==> config.mk <==
export PLATFORM = sky130hd
export DESIGN_NAME = codec_status_responder
export DESIGN_NICKNAME = d
export VERILOG_FILES = /design/src/rtl/codec_status_responder.sv
export SDC_FILE = /design/constraint.sdc
export NUM_CORES = 1
export LEC_CHECK = 0
export CORE_MARGIN = 2
export CORE_UTILIZATION = 67
export CTS_CLUSTER_SIZE = 40
export DETAILED_ROUTE_END_ITERATION = 10
export DONT_BUFFER_PORTS = 1
export PLACE_DENSITY = 0.87
export SYNTH_ARGS = -nofsm -noshare
export SYNTH_HDL_FRONTEND = slang
export SYNTH_SLANG_ARGS = --single-unit
==> constraint.sdc <==
create_clock -name clk -period 6.95 [get_ports clk]
set_input_delay 2.085 -clock clk [delete_from_list [all_inputs] [get_ports clk]]
set_output_delay 2.085 -clock clk [all_outputs]
set_load 0.1 [all_outputs]
==> src/rtl/codec_status_responder.sv <==
module codec_status_responder #(
  parameter int NREG = 4,
  parameter logic [NREG*7-1:0]  REG_ADDRS = {7'h7C, 7'h18, 7'h04, 7'h02},
  parameter logic [NREG*16-1:0] REG_WMASK = {16'h0000, 16'h00FF, 16'h9F1F, 16'hBF3F},
  parameter logic [NREG*16-1:0] REG_FIXED = {16'h4144, 16'h8000, 16'h0000, 16'h0000},
  parameter logic [NREG*16-1:0] REG_INIT  = {16'h0000, 16'h0008, 16'h0000, 16'h8000}
) (
  input  logic        clk,
  input  logic        rst_n,
  input  logic        frame_strobe,
  input  logic [1:0]  codec_id,
  input  logic [15:0] out_tag,
  input  logic [19:0] out_cmd,
  input  logic [19:0] out_wdata,
  output logic [15:0] in_tag,
  output logic [19:0] in_addr,
  output logic [19:0] in_rdata
);

  localparam int AW = 7;
  localparam int DW = 16;
  localparam logic [15:0] TAG_IDLE = 16'h8000;
  localparam logic [15:0] TAG_RESP = 16'hE000;

  logic [AW-1:0] req_addr;
  logic [DW-1:0] req_data;
  logic          is_read;
  logic          prim_hit, sec_hit, rd_req, wr_req;
  logic [NREG-1:0] hit;
  logic [DW-1:0] regs [NREG];
  logic [DW-1:0] rd_vals [NREG];
  logic [DW-1:0] rd_word;

  wire unused_bits = ^{out_tag[12:2], out_cmd[11:0], out_wdata[3:0]};

  assign req_addr = out_cmd[18:12];
  assign req_data = out_wdata[19:4];
  assign is_read  = out_cmd[19];

  assign prim_hit = out_tag[15] && (codec_id == 2'b00) && (out_tag[1:0] == 2'b00) && out_tag[14];
  assign sec_hit  = out_tag[15] && (codec_id != 2'b00) && (out_tag[1:0] == codec_id);
  assign rd_req   = frame_strobe && (prim_hit || sec_hit) && is_read;
  assign wr_req   = frame_strobe && !is_read && (sec_hit || (prim_hit && out_tag[13]));

  for (genvar i = 0; i < NREG; i++) begin : g_reg
    localparam logic [AW-1:0] ADDR  = REG_ADDRS[i*AW +: AW];
    localparam logic [DW-1:0] WMASK = REG_WMASK[i*DW +: DW];
    localparam logic [DW-1:0] FIXED = REG_FIXED[i*DW +: DW] & ~WMASK;
    localparam logic [DW-1:0] INIT  = REG_INIT[i*DW +: DW] & WMASK;

    assign hit[i] = !req_addr[0] && (req_addr == ADDR);

    always_ff @(posedge clk) begin
      if (!rst_n)
        regs[i] <= INIT;
      else if (wr_req && hit[i])
        regs[i] <= (regs[i] & ~WMASK) | (req_data & WMASK);
    end

    assign rd_vals[i] = hit[i] ? ((regs[i] & WMASK) | FIXED) : '0;
  end

  always_comb begin
    rd_word = '0;
    for (int i = 0; i < NREG; i++) rd_word = rd_word | rd_vals[i];
  end

  always_ff @(posedge clk) begin
    if (!rst_n) begin
      in_tag   <= '0;
      in_addr  <= '0;
      in_rdata <= '0;
    end else if (frame_strobe) begin
      in_tag   <= rd_req ? TAG_RESP : TAG_IDLE;
      in_addr  <= rd_req ? {1'b0, req_addr, 12'h000} : '0;
      in_rdata <= rd_req ? {rd_word, 4'h0} : '0;
    end
  end


  read_resp_next_frame_chk: assert property (@(posedge clk) disable iff (!rst_n)
    (frame_strobe && out_cmd[19] && out_tag[15] &&
     (((codec_id == 2'b00) && (out_tag[1:0] == 2'b00) && out_tag[14]) ||
      ((codec_id != 2'b00) && (out_tag[1:0] == codec_id))))
    |=> (in_tag[15:13] == 3'b111) && (in_addr[18:12] == $past(out_cmd[18:12])));


  status_id_zero_chk: assert property (@(posedge clk) disable iff (!rst_n)
    in_tag[12:0] == 13'h0);


  odd_read_zero_chk: assert property (@(posedge clk) disable iff (!rst_n)
    (frame_strobe && out_cmd[19] && out_cmd[12]) |=> (in_rdata == 20'h0));


  single_hit_chk: assert property (@(posedge clk) disable iff (!rst_n)
    $onehot0(hit));


  invalid_frame_quiet_chk: assert property (@(posedge clk) disable iff (!rst_n)
    (frame_strobe && !out_tag[15]) |=> (in_tag[14:13] == 2'b00) && (in_addr == 20'h0) && (in_rdata == 20'h0));


  idle_slots_zero_chk: assert property (@(posedge clk) disable iff (!rst_n)
    !in_tag[14] |-> (in_addr == 20'h0) && (in_rdata == 20'h0));


  hold_between_frames_chk: assert property (@(posedge clk) disable iff (!rst_n)
    !frame_strobe |=> $stable(in_tag) && $stable(in_addr) && $stable(in_rdata));

endmodule

---- Word-level counts from Yosys, hierarchy flattened ----
Memory sizes are Yosys's and may differ from the RTL's.
Cells that the tools add are included.
storage, ports and cells
  input port bits ......................... 61
  output and inout bits ................... 56
  memories ................................ 1
  RAM bits ................................ 64
  bits in registers ....................... 56
  word-level logic and storage cells ...... 70
operators by class
  reductions and logical operators ........ 26
  muxes and demuxes ....................... 24
  bitwise gates (word level) .............. 10
  equality and inequality tests ........... 6
memories
  memory  words  width  rd ports  clocked after Yosys merged registers in  write ports  line  RTL
  regs    4      16     3         0                                        4            30    logic [DW-1:0] regs [NREG];
operators by type and width
  operator                                             number
  two-way mux 16 bit                                   7
  OR 15 x 16 -> 16 bit                                 2
  OR 16 bit                                            2
  two-way mux 15 bit                                   2
  two-way mux 20 bit                                   1
  two-way mux 19 bit                                   1
  logical AND 1 bit                                    18
  OR 16 x 15 -> 16 bit                                 1
  OR 16 x 8 -> 16 bit                                  1
  two-way mux 1 bit                                    13
  equality test 7 x 2 -> 1 bit, second input constant  1
  equality test 7 x 3 -> 1 bit, second input constant  1
  equality test 7 x 5 -> 1 bit, second input constant  1
  equality test 7 bit, second input constant           1
  logical NOT 2 bit                                    2
  OR 1 bit                                             4
  equality test 2 bit                                  1
  logical NOT 1 bit                                    2
  logical OR 1 bit                                     2
  AND reduction 2 bit                                  1
  nonzero test 2 bit                                   1
  != test 0 bit                                        1

---- Logic depth before layout (Yosys ltp) ----
Gate-level depths: netlist of run 1.
  depth after elaboration ................. 13
  depth in mapped cells ................... 5

---- Least setup slack after synthesis of run 1 ----
No wires, ideal clock.
  kind .................................... input to register
  start ................................... input port out_cmd[12]
  end ..................................... memory regs[1][0] (netlist: regs[0][16]), enable pin
  setup slack ............................. 3140 ps
  buffers on the path ..................... 1
  stages on the path ...................... 5
  arrival ................................. 3465 ps
  data required time ...................... 6605 ps
  library setup time ...................... 345 ps
  cell sequence ........................... or3_4 > nor4b_4 > o21ai_2 > buf_6 > nand2_1
RTL lines
  item         line  RTL
  from (decl)  13    input logic [19:0] out_cmd,
  to (decl)    30

==> results of run 1 <==
## per-stage QoR
step,instances,hold WS (ps)
6_report,290,497.8
5_1_grt,290,510.4
4_1_cts,290,495.1
3_5_place_dp,274,492.8
3_3_place_gp,274,465.9
2_1_floorplan,267,462.6
## sequential cells by signal, indices dropped and copies added (netlist names)
register	cells
in_rdata	16
in_addr	7
regs	32
in_tag	2
## routing by layer
layer / vias to the layer above / GRT usage, % / part of all wire (%)
li1: 788 / - / -
met1: 804 / 30.41 / 36
met2: 100 / 43.75 / 52
met3: 10 / 8.953 / 11
met4: 0 / 10.71 / 1.7
met5: - / 0 / 0
## area by class of cell
cell class,instances,area [sq um]
flip-flops and latches,57,1463
fillers,264,994.7
multi-input cells,168,983.4
clock buffers,14,172.7
well taps,48,60.06
clock inverters,2,35.03
repair buffers,1,7.507
## Yosys cell counts (3+ instances only)
| library cell | count |
|---|---|
| a222oi_1 | 3 |
| a22o_1 | 11 |
| a22oi_1 | 8 |
| buf_2 | 4 |
| buf_4 | 31 |
| clkbuf_1 | 6 |
| dfxtp_1 | 25 |
| edfxtp_1 | 32 |
| nand2_1 | 37 |
| nor2_1 | 22 |
| nor2_2 | 8 |
| nor2b_1 | 4 |
| nor3_1 | 4 |
| o21ai_0 | 7 |
## power by group through the flow
stage               clock, uW  combinational, uW  sequential (uW)
detailed placement          0               91.7              384
global route              337               94.9              377
global placement            0               90.9              383
floorplan                   0                103              381
finish                    322               92.1              376
CTS                       325               91.8              376
## critical path, stage by stage
cell	delay (ps)
nor3_1	410
and3_1	540
o21ai_1	490
nand2_1	660
## cells in the final DEF, fill, tap and decap left out, types with 3 or more instances in the layout
cell type and n:
nor2_1 22, clkbuf_8 12, conb_1 30, nand2_1 37
a22o_1 11, o21ai_0 7, edfxtp_1 32, nor2b_1 3
dfxtp_1 24, a222oi_1 3, a22oi_1 8, nor3_1 4
nor2_2 8
## how the worst min path moves through the flow
stage	start	end	slack, ps	cells after the start
floorplan	regs[1][7]	in_rdata[11]	460	1
global placement	regs[1][7]	in_rdata[11]	470	1
detailed placement	regs[1][7]	in_rdata[11]	490	1
CTS	regs[1][7]	in_rdata[11]	500	1
global route	regs[1][7]	in_rdata[11]	510	1
finish	regs[1][7]	in_rdata[11]	500	1
## logic make-up (layout without fill, tap and decap cells)
| kind of cell | after synthesis | count (layout) |
|---|---|---|
| AO/OA/AOI/OAI | 46 | 46 |
| XOR/XNOR | 2 | 2 |
| buffers and inverters | 42 | 17 |
| flip-flops | 57 | 57 |
| other | 1 | 30 |
| AND/OR/NAND/NOR | 90 | 90 |
==> Flow_metrics.wiki, run 1 <==
{| class="wikitable"
! Metric !! Value
|-
| Launch instance of the worst register-to-register path || in_rdata[8]
|-
| Tightest Pin Transition || 1040 ps
|-
| Multiplexer fraction of the synthesized cell area || 0%
|-
| Post-layout instance area || 2721 sq um
|-
| Num CTS Buffers || 9
|-
| Count of distinct cell types in the synthesized netlist || 42
|-
| Adder-Cell Fraction of Synth Area || 0%
|-
| Origin of the worst setup path || out_cmd[14]
|-
| Antenna diode count || 0
|-
| Die Wd || 66.54 um
|-
| Vertical die dimension || 66.54 um
|-
| Reg-to-reg critical path endpoint || in_rdata[8]
|-
| Antenna Violating Nets Remaining || 0
|-
| Placer's final routability congestion estimate || 0.7390
|-
| IO Pins || 117
|-
| Crit end category || flop
|-
| Internal cell power || 568.1 uW
|-
| Max H-tree Level || 3
|-
| Largest cells by area after synthesis || edfxtp_1, dfxtp_1, buf_4
|-
| Post-detailed-route wirelength per cell || 17.59 um
|-
| Xor/xnor cell area share of the yosys netlist || 0.6686%
|-
| Critical path capture point || regs[0][2]
|-
| Worst Reg-to-Reg Cells || 3
|-
| Total half-perimeter wirelength after legalization and detailed placement || 3420 um
|-
| Worst-case clock buffer depth || 2
|-
| Number of global-route vias before repair || 1652
|-
| Residual DRC || 0
|-
| Number of buffers added to fix hold violations after cts || 0
|-
| Fraction of final layout cells with drive strength greater than 1 || 14.46%
|-
| Standard-cell row count || 22
|-
| Relative contribution of sequential cells to total power || 47.6%
|-
| Place WS || 2420 ps
|-
| Post-route clock skew || 5.179 ps
|-
| Data arrival at the endpoint of the critical path || 4190 ps
|-
| Portion of synthesized cell area occupied by the leading cell type || 36.68%
|-
| Layout Utilization || 73.23%
|-
| Growth of design area from synthesis to finish || 3.868%
|-
| Highest attainable clock frequency || 237.3 MHz
|-
| Most common flop cell mapped by yosys || edfxtp_1
|-
| R2R Setup Slk || 5320 ps
|-
| Clk network pwr share || 40.7%
|-
| Total number of vias || 1702
|-
| Unrepaired setup endpoints after global routing || false
|-
| Buffers inserted by post-CTS timing repair || 0
|-
| Clock Latency Late Sink || 340 ps
|-
| Sequential area share after synthesis || 55.78%
|-
| Cell type with the largest total area after synthesis || edfxtp_1
|-
| Total power after layout || 790.3 uW
|-
| Share of the cycle needed by the critical path after routing || 60.64%
|-
| Iter 0 DRT Violations || 102
|-
| Type of the most critical hold path || flop to flop
|-
| Leakage dissipation || 0.0009306 uW
|-
| Total Nets Final || 298
|-
| Status || finished clean
|-
| Post-synthesis register bit count || 57
|-
| Top fanout value on the critical path || 14
|-
| IR drop worst, VDD || 0.2321 mV
|-
| Slew HR || 30.19%
|-
| Gate count after technology mapping || 238
|-
| Switching component of the power || 222.2 uW
|-
| Critical Path Source Type || input port
|-
| First-pass GRT wire length || 8100 um
|-
| Area of the mapped netlist || 2620 sq um
|-
| Mean Syn Cell Area || 11.01 sq um
|-
| Worst endpoint required time || 6920 ps
|-
| Final max-slew violation count || 0
|-
| Total congestion overflow || 0
|-
| Dominant combinational cell family by area after synthesis || simple AND/OR/NAND/NOR gates
|-
| Endpoints failing hold || 0
|-
| CTS tree || done
|-
| EDFF count, synth || 32
|-
| Proportion of power drawn by combinational gates || 11.7%
|-
| Maximum number of pins on one net before global-route repair || 27
|-
| Antenna violations before repair || 0
|-
| Simple-gate share of the synthesized area || 18.15%
|-
| Complex-gate fraction of the synthesized area || 14.33%
|-
| Switching portion of total power || 28.12%
|-
| Final critical delay including setup and external delays || 4215 ps
|-
| Core outline area || 3716 sq um
|-
| Die ar. || 4427 sq um
|-
| Final setup violating endpoints || 0
|-
| Clock transition time at the flip-flop clock pins of the worst setup and hold paths || 60 ps
|-
| Root buf cell || clkbuf_8
|-
| Initial standard-cell utilization of the core || 70.51%
|-
| WL final || 5102 um
|-
| Count of port buffers added during placement || 0
|-
| GRT Overall Usage || 26.04%
|-
| Cell area after placement || 2514 sq um
|-
| Critical setup path kind || input port to flop
|-
| Final worst slack || 2735 ps
|-
| Vias/cell || 5.869
|-
| Final TNS setup || 0 ps
|-
| Post-cts resize count || 0
|-
| Synth warnings || 0
|-
| Max Cap Viol || 0
|-
| Total power density per cell area || 290.4 nW/um^2
|-
| Pre-Repair DR Iteration Count || 5
|-
| Fraction of registers with async set or reset after synthesis || 0%
|-
| Clock sink count || 57
|}
No activity file was read; power rests on OpenSTA's default activity.
==> run 2: changes to the inputs <==
--- a/config.mk
+++ b/config.mk
@@ -6,11 +6,11 @@
 export NUM_CORES = 1
 export LEC_CHECK = 0
 export CORE_MARGIN = 2
-export CORE_UTILIZATION = 67
+export CORE_UTILIZATION = 62
 export CTS_CLUSTER_SIZE = 40
 export DETAILED_ROUTE_END_ITERATION = 10
 export DONT_BUFFER_PORTS = 1
-export PLACE_DENSITY = 0.87
+export PLACE_DENSITY = 0.82
 export SYNTH_ARGS = -nofsm -noshare
 export SYNTH_HDL_FRONTEND = slang
 export SYNTH_SLANG_ARGS = --single-unit
==> constraint.sdc (replaced) <==
create_clock -name clk -period 4.1 [get_ports clk]
set_input_delay 1.23 -clock clk [delete_from_list [all_inputs] [get_ports clk]]
set_output_delay 1.23 -clock clk [all_outputs]
set_load 0.1 [all_outputs]
==> Flow_metrics.wiki, run 2 (synthesized netlist as in run 1, its figures left out) <==
{| class="wikitable"
! Metric !! Value
|-
| Status || finished clean (unchanged)
|-
| Worst endpoint required time || 4170 ps (was 6920 ps)
|-
| Type of the most critical hold path || flop to flop (unchanged)
|-
| Clock sink count || 57 (unchanged)
|-
| IR drop worst, VDD || 0.2653 mV (was 0.2321 mV)
|-
| Initial standard-cell utilization of the core || 65.03% (was 70.51%)
|-
| Met1 demand-to-capacity share in global routing || 23.71% (was 30.41%)
|-
| Iter 0 DRT Violations || 109 (was 102)
|-
| Core outline area || 4029 sq um (was 3716 sq um)
|-
| Most frequent cells in the layout || nand2_1, edfxtp_1, conb_1 (unchanged)
|-
| Root buf cell || clkbuf_8 (unchanged)
|-
| Vertical die dimension || 69.01 um (was 66.54 um)
|-
| Origin of the worst setup path || out_cmd[19] (was out_cmd[14])
|-
| Post-detailed-route wirelength per cell || 16.64 um (was 17.59 um)
|-
| Worst Reg-to-Reg Cells || 3 (unchanged)
|-
| Reg-to-reg critical path endpoint || in_rdata[8] (unchanged)
|-
| WL final || 4975 um (was 5102 um)
|-
| Final TNS setup || 0 ps (unchanged)
|-
| Sequential standard cell area || 1463 sq um (unchanged)
|-
| Most frequent standard cell in the layout excluding fill and tap cells || nand2_1 (unchanged)
|-
| Top fanout value on the critical path || 14 (unchanged)
|-
| Antenna diode count || 0 (unchanged)
|-
| Growth of design area from synthesis to finish || 5.444% (was 3.868%)
|-
| Final setup violating endpoints || 0 (unchanged)
|-
| Highest attainable clock frequency || 353.8 MHz
|-
| Endpoints failing hold || 0 (unchanged)
|-
| Biggest regs || regs: 32 flops, in_rdata: 16 flops, in_addr: 7 flops (unchanged)
|-
| Count of filler cells inserted in the layout || 304 (was 264)
|-
| Final critical delay including setup and external delays || 2826 ps
|-
| Antenna Violating Nets Remaining || 0 (unchanged)
|-
| Number of buffers added to fix hold violations after cts || 0 (unchanged)
|-
| Clock Latency Late Sink || 330 ps (was 340 ps)
|-
| Met2 GRT Util || 34.62% (was 43.75%)
|-
| Post-route clock skew || 6.477 ps (was 5.179 ps)
|-
| Cell area after placement || 2569 sq um (was 2514 sq um)
|-
| Total Nets Final || 305 (was 298)
|-
| Tightest Pin Transition || 1050 ps (was 1040 ps)
|-
| Multi-input combinational cell area || 983.4 sq um (unchanged)
|-
| Largest register FFs || 32 (unchanged)
|-
| CTS tree || done (unchanged)
|-
| Standard-cell row count || 23 (was 22)
|-
| Critical path capture point || regs[0][15] (was regs[0][2])
|-
| Launch instance of the worst register-to-register path || in_rdata[8] (unchanged)
|-
| Post-cts resize count || 0 (unchanged)
|-
| R2R Setup Slk || 2570 ps (was 5320 ps)
|-
| Register with the most flip-flops || regs (unchanged)
|-
| Number of global-route vias before repair || 1611 (was 1652)
|-
| Num CTS Buffers || 9 (unchanged)
|-
| Worst hold slack across all endpoints || 492.5 ps (was 497.8 ps)
|-
| Placer's final routability congestion estimate || 0.7761 (was 0.7390)
|-
| First-pass GRT wire length || 7693 um (was 8100 um)
|-
| Buffers inserted by post-CTS timing repair || 0 (unchanged)
|-
| Share of the cycle needed by the critical path after routing || 68.93%
|-
| Crit end category || flop (unchanged)
|-
| Count of port buffers added during placement || 0 (unchanged)
|-
| Antenna violations before repair || 0 (unchanged)
|-
| IO Pins || 117 (unchanged)
|-
| Pre-Repair DR Iteration Count || 4 (was 5)
|-
| Total power density per cell area || 468.8 nW/um^2 (was 290.4 nW/um^2)
|-
| Worst-case clock buffer depth || 2 (unchanged)
|-
| Layer carrying the most global-route usage || met2 (unchanged)
|-
| Die ar. || 4762 sq um (was 4427 sq um)
|-
| Leakage dissipation || 0.0009609 uW (was 0.0009306 uW)
|-
| Post-layout instance area || 2763 sq um (was 2721 sq um)
|-
| Critical Path Source Type || input port (unchanged)
|-
| Critical setup path kind || input port to flop (unchanged)
|-
| Fraction of final layout cells with drive strength greater than 1 || 16.87% (was 14.46%)
|-
| Total half-perimeter wirelength after legalization and detailed placement || 3359 um (was 3420 um)
|-
| Maximum number of pins on one net before global-route repair || 27 (unchanged)
|-
| Max H-tree Level || 3 (unchanged)
|-
| GRT Overall Usage || 20.95% (was 26.04%)
|-
| Total number of vias || 1751 (was 1702)
|-
| Vias/cell || 5.856 (was 5.869)
|-
| Total congestion overflow || 0 (unchanged)
|-
| Unrepaired setup endpoints after global routing || false (unchanged)
|-
| Max Cap Viol || 0 (unchanged)
|-
| Residual DRC || 0 (unchanged)
|-
| Data arrival at the endpoint of the critical path || 2900 ps (was 4190 ps)
|-
| Met3 Track Usage GR || 7.310% (was 8.953%)
|-
| Final max-slew violation count || 0 (unchanged)
|-
| Slew HR || 29.51% (was 30.19%)
|-
| Die Wd || 69.01 um (was 66.54 um)
|-
| Clock transition time at the flip-flop clock pins of the worst setup and hold paths || 60 ps (about the same)
|}
## run 2: cell count changes in the layout (fill, tap and decap cells not counted), sizes merged
cell,change
bufinv,-1
clkinv,+1
buf,+7
## run 2: worst min-delay path by stage
| stage | cells after the start | startpoint | to |
|---|---|---|---|
| after floorplan | 1 | regs[1][7] | in_rdata[11] |
| after global placement | 1 | regs[0][13] | in_rdata[17] |
| after detailed placement | 1 | regs[0][13] | in_rdata[17] |
| after CTS | 1 | regs[1][7] | in_rdata[11] |
| after global routing | 1 | regs[1][7] | in_rdata[11] |
| final | 1 | regs[1][7] | in_rdata[11] |
## run 2: area by class of cell
type	instances	share of cell area [%]
tap	50	2.264
timing repair buffer	8	2.174
sequential	57	52.94
clock inverter	2	0.3623
multi-input combinational	168	35.60
clock buffer	14	6.658
## run 2: per-layer routing
| layer | share of wire, % | wire length, um |
|---|---|---|
| met1 | 36 | 1812 |
| met2 | 51 | 2515 |
| met3 | 11 | 538 |
| met4 | 2.2 | 108 |
| met5 | 0 | 0 |
## run 2: critical path, stage by stage
cell	delay (ps)
nand3b_1	190
nor3_1	490
o21ai_1	490
or3b_1	490
## run 2: per-stage QoR
step	utilization [%]	std cells	power [uW]	setup WS, ps
floorplan	-	267	820.9	1145
global placement	63.76	283	805.0	994.9
detailed placement	63.76	283	807.0	946.9
CTS	68.57	299	1295	1289
global route	68.57	299	1323	1186
finish	68.57	299	1295	1274
## run 2: where the power goes
group / switching [uW] / internal, uW
Sequential: 17.9 / 620
Clock: 212 / 288
Combinational: 143 / 15.2
Total: 373 / 922
==> run 3: changes to the inputs <==
--- a/config.mk
+++ b/config.mk
@@ -6,11 +6,11 @@
 export NUM_CORES = 1
 export LEC_CHECK = 0
 export CORE_MARGIN = 2
-export CORE_UTILIZATION = 62
+export CORE_UTILIZATION = 56
 export CTS_CLUSTER_SIZE = 40
 export DETAILED_ROUTE_END_ITERATION = 10
 export DONT_BUFFER_PORTS = 1
-export PLACE_DENSITY = 0.82
+export PLACE_DENSITY = 0.78
 export SYNTH_ARGS = -nofsm -noshare
 export SYNTH_HDL_FRONTEND = slang
 export SYNTH_SLANG_ARGS = --single-unit
==> constraint.sdc (replaced) <==
create_clock -name clk -period 2.6 [get_ports clk]
set_input_delay 0.78 -clock clk [delete_from_list [all_inputs] [get_ports clk]]
set_output_delay 0.78 -clock clk [all_outputs]
set_load 0.1 [all_outputs]
==> Flow_metrics.wiki, run 3 (synthesized netlist as in run 1, its figures left out) <==
{| class="wikitable"
! Metric !! Value
|-
| Final critical delay including setup and external delays || 2127 ps
|-
| Clock Latency Late Sink || 330 ps (about the same)
|-
| Critical path cell sequence || nand3b_1 > nor3_1 > o21ai_1 > or3b_1 (unchanged)
|-
| Most frequent standard cell in the layout excluding fill and tap cells || nand2_1 (unchanged)
|-
| Vias/cell || 5.515 (was 5.856)
|-
| Antenna violations before repair || 0 (unchanged)
|-
| Worst-case clock buffer depth || 2 (unchanged)
|-
| Slew HR || 63.59% (was 29.51%)
|-
| Standard-cell row count || 24 (was 23)
|-
| Buffers inserted by post-CTS timing repair || 0 (unchanged)
|-
| Cell area after placement || 2759 sq um (was 2569 sq um)
|-
| Data arrival at the endpoint of the critical path || 2190 ps (was 2900 ps)
|-
| CP delay by family, top || simple AND/OR/NAND/NOR gates (unchanged)
|-
| Total number of vias || 1798 (was 1751)
|-
| Worst endpoint required time || 2660 ps (was 4170 ps)
|-
| Core outline area || 4444 sq um (was 4029 sq um)
|-
| Total Nets Final || 330 (was 305)
|-
| Fraction of final layout cells with drive strength greater than 1 || 23.72% (was 16.87%)
|-
| Total congestion overflow || 0 (unchanged)
|-
| Count of buffering cells on the critical path with inverters included || 0 (unchanged)
|-
| Total half-perimeter wirelength after legalization and detailed placement || 3535 um (was 3359 um)
|-
| Largest register FFs || 32 (unchanged)
|-
| Critical Path Source Type || input port (unchanged)
|-
| Share of the cycle needed by the critical path after routing || 81.80%
|-
| Vertical die dimension || 72.40 um (was 69.01 um)
|-
| Die ar. || 5242 sq um (was 4762 sq um)
|-
| Iter 0 DRT Violations || 137 (was 109)
|-
| Number of buffers added to fix hold violations after cts || 0 (unchanged)
|-
| Root buf cell || clkbuf_8 (unchanged)
|-
| Tightest Pin Transition || 541.1 ps (was 1050 ps)
|-
| CTS tree || done (unchanged)
|-
| WL final || 5046 um (was 4975 um)
|-
| Slowest stage cell on the critical path || nor3_1 (unchanged)
|-
| Count of port buffers added during placement || 0 (unchanged)
|-
| Most frequent cells in the layout || nand2_1, buf_4, edfxtp_1 (was nand2_1, edfxtp_1, conb_1)
|-
| Endpoints failing hold || 0 (unchanged)
|-
| Final TNS setup || 0 ps (unchanged)
|-
| Highest attainable clock frequency || 470.2 MHz
|-
| Worst stage delay on the critical path || 490 ps (about the same)
|-
| Relative contribution of sequential cells to total power || 48.9% (was 49.2%)
|-
| Place WS || 135.7 ps (was 946.9 ps)
|-
| Proportion of power drawn by combinational gates || 13.5% (was 12.2%)
|-
| Number of global-route vias before repair || 1660 (was 1611)
|-
| Register with the most flip-flops || regs (unchanged)
|-
| Clock transition time at the flip-flop clock pins of the worst setup and hold paths || 60 ps (about the same)
|-
| Antenna Violating Nets Remaining || 0 (unchanged)
|-
| Max Cap Viol || 0 (unchanged)
|-
| Internal cell power || 1440 uW (was 922.4 uW)
|-
| Pre-Repair DR Iteration Count || 5 (was 4)
|-
| Residual DRC || 0 (unchanged)
|-
| Top fanout value on the critical path || 6 (was 14)
|-
| Growth of design area from synthesis to finish || 12.13% (was 5.444%)
|-
| Clk network pwr share || 37.7% (was 38.5%)
|-
| Max H-tree Level || 3 (unchanged)
|-
| Crit end category || flop (unchanged)
|-
| Post-detailed-route wirelength per cell || 15.48 um (was 16.64 um)
|-
| Status || finished clean (unchanged)
|-
| Final worst slack || 473.1 ps (was 1274 ps)
|-
| Total power density per cell area || 686.3 nW/um^2 (was 468.8 nW/um^2)
|-
| Final max-slew violation count || 0 (unchanged)
|-
| First-pass GRT wire length || 7769 um (was 7693 um)
|-
| Biggest regs || regs: 32 flops, in_rdata: 16 flops, in_addr: 7 flops (unchanged)
|-
| Post-cts resize count || 0 (unchanged)
|-
| Post-route clock skew || 7.683 ps (was 6.477 ps)
|-
| Num CTS Buffers || 9 (unchanged)
|-
| Initial standard-cell utilization of the core || 58.95% (was 65.03%)
|-
| IO Pins || 117 (unchanged)
|-
| Critical setup path kind || input port to flop (unchanged)
|-
| Clock sink count || 57 (unchanged)
|-
| GRT Overall Usage || 20.19% (was 20.95%)
|-
| Placer's final routability congestion estimate || 0.7704 (was 0.7761)
|-
| Antenna diode count || 0 (unchanged)
|-
| Worst hold slack across all endpoints || 454.9 ps (was 492.5 ps)
|-
| IR drop worst, VDD || 0.4042 mV (was 0.2653 mV)
|-
| Final setup violating endpoints || 0 (unchanged)
|-
| Switching component of the power || 576.4 uW (was 372.7 uW)
|-
| Maximum number of pins on one net before global-route repair || 27 (unchanged)
|-
| Total power after layout || 2016 uW (was 1295 uW)
|-
| Type of the most critical hold path || flop to flop (unchanged)
|-
| Leakage dissipation || 0.001086 uW (was 0.0009609 uW)
|-
| Switching portion of total power || 28.59% (was 28.78%)
|-
| Unrepaired setup endpoints after global routing || false (unchanged)
|-
| Post-layout instance area || 2938 sq um (was 2763 sq um)
|-
| Die Wd || 72.40 um (was 69.01 um)
|}
-- run 3: changes by cell type in the layout (fill, tap and decap cells not counted), sizes merged --
| cell | before | now |
|---|---|---|
| clkbuf | 14 | 12 |
| clkinv | 2 | 3 |
| buf | 8 | 33 |
| bufinv | 0 | 1 |
-- run 3: worst min-delay path: stages (launching register included) --
cell,delay [ps]
dfxtp_1,330
nand2_1,40
o21ai_0,50
-- run 3: cell type report --
class / instances / area, sq um
multi-input combinational: 168 / 983.4
fill: 331 / 1506
clock inverter: 4 / 43.79
tap: 52 / 65.06
sequential: 57 / 1463
timing repair buffer: 33 / 247.7
clock buffer: 12 / 135.1
-- run 3: worst paths after layout --
check | slack, ps | cells past startpoint | from | endpoint
max | 470 | 4 | out_cmd[19] | regs[0][15]
min | 450 | 2 | in_rdata[16] | in_rdata[16]
max reg2reg | 1450 | 4 | in_rdata[8] | in_rdata[8]
min reg2reg | 450 | 2 | in_rdata[16] | in_rdata[16]
-- run 3: routing by layer --
metal	global-route usage, %	vias to the layer above	part of all wire [%]
li1	-	851	-
met1	24.63	836	39
met2	32.72	103	48
met3	7.222	8	11
met4	8.230	0	1.7
met5	0	-	0
-- run 3: power groups by stage --
stage | Combinational (uW) | Clock [uW] | Sequential [uW]
2_1_floorplan | 275 | 0 | 1020
3_3_place_gp | 269 | 0 | 1000
3_5_place_dp | 270 | 0 | 1000
4_1_cts | 270 | 767 | 985
5_1_grt | 280 | 812 | 987
6_report | 272 | 759 | 985
-- run 3: through the flow --
| step | util (%) | cells |
|---|---|---|
| 3_3_place_gp | 62.08 | 310 |
| 2_1_floorplan | - | 267 |
| 4_1_cts | 66.10 | 326 |
| 3_5_place_dp | 62.08 | 310 |
| 5_1_grt | 66.10 | 326 |
| 6_report | 66.10 | 326 |
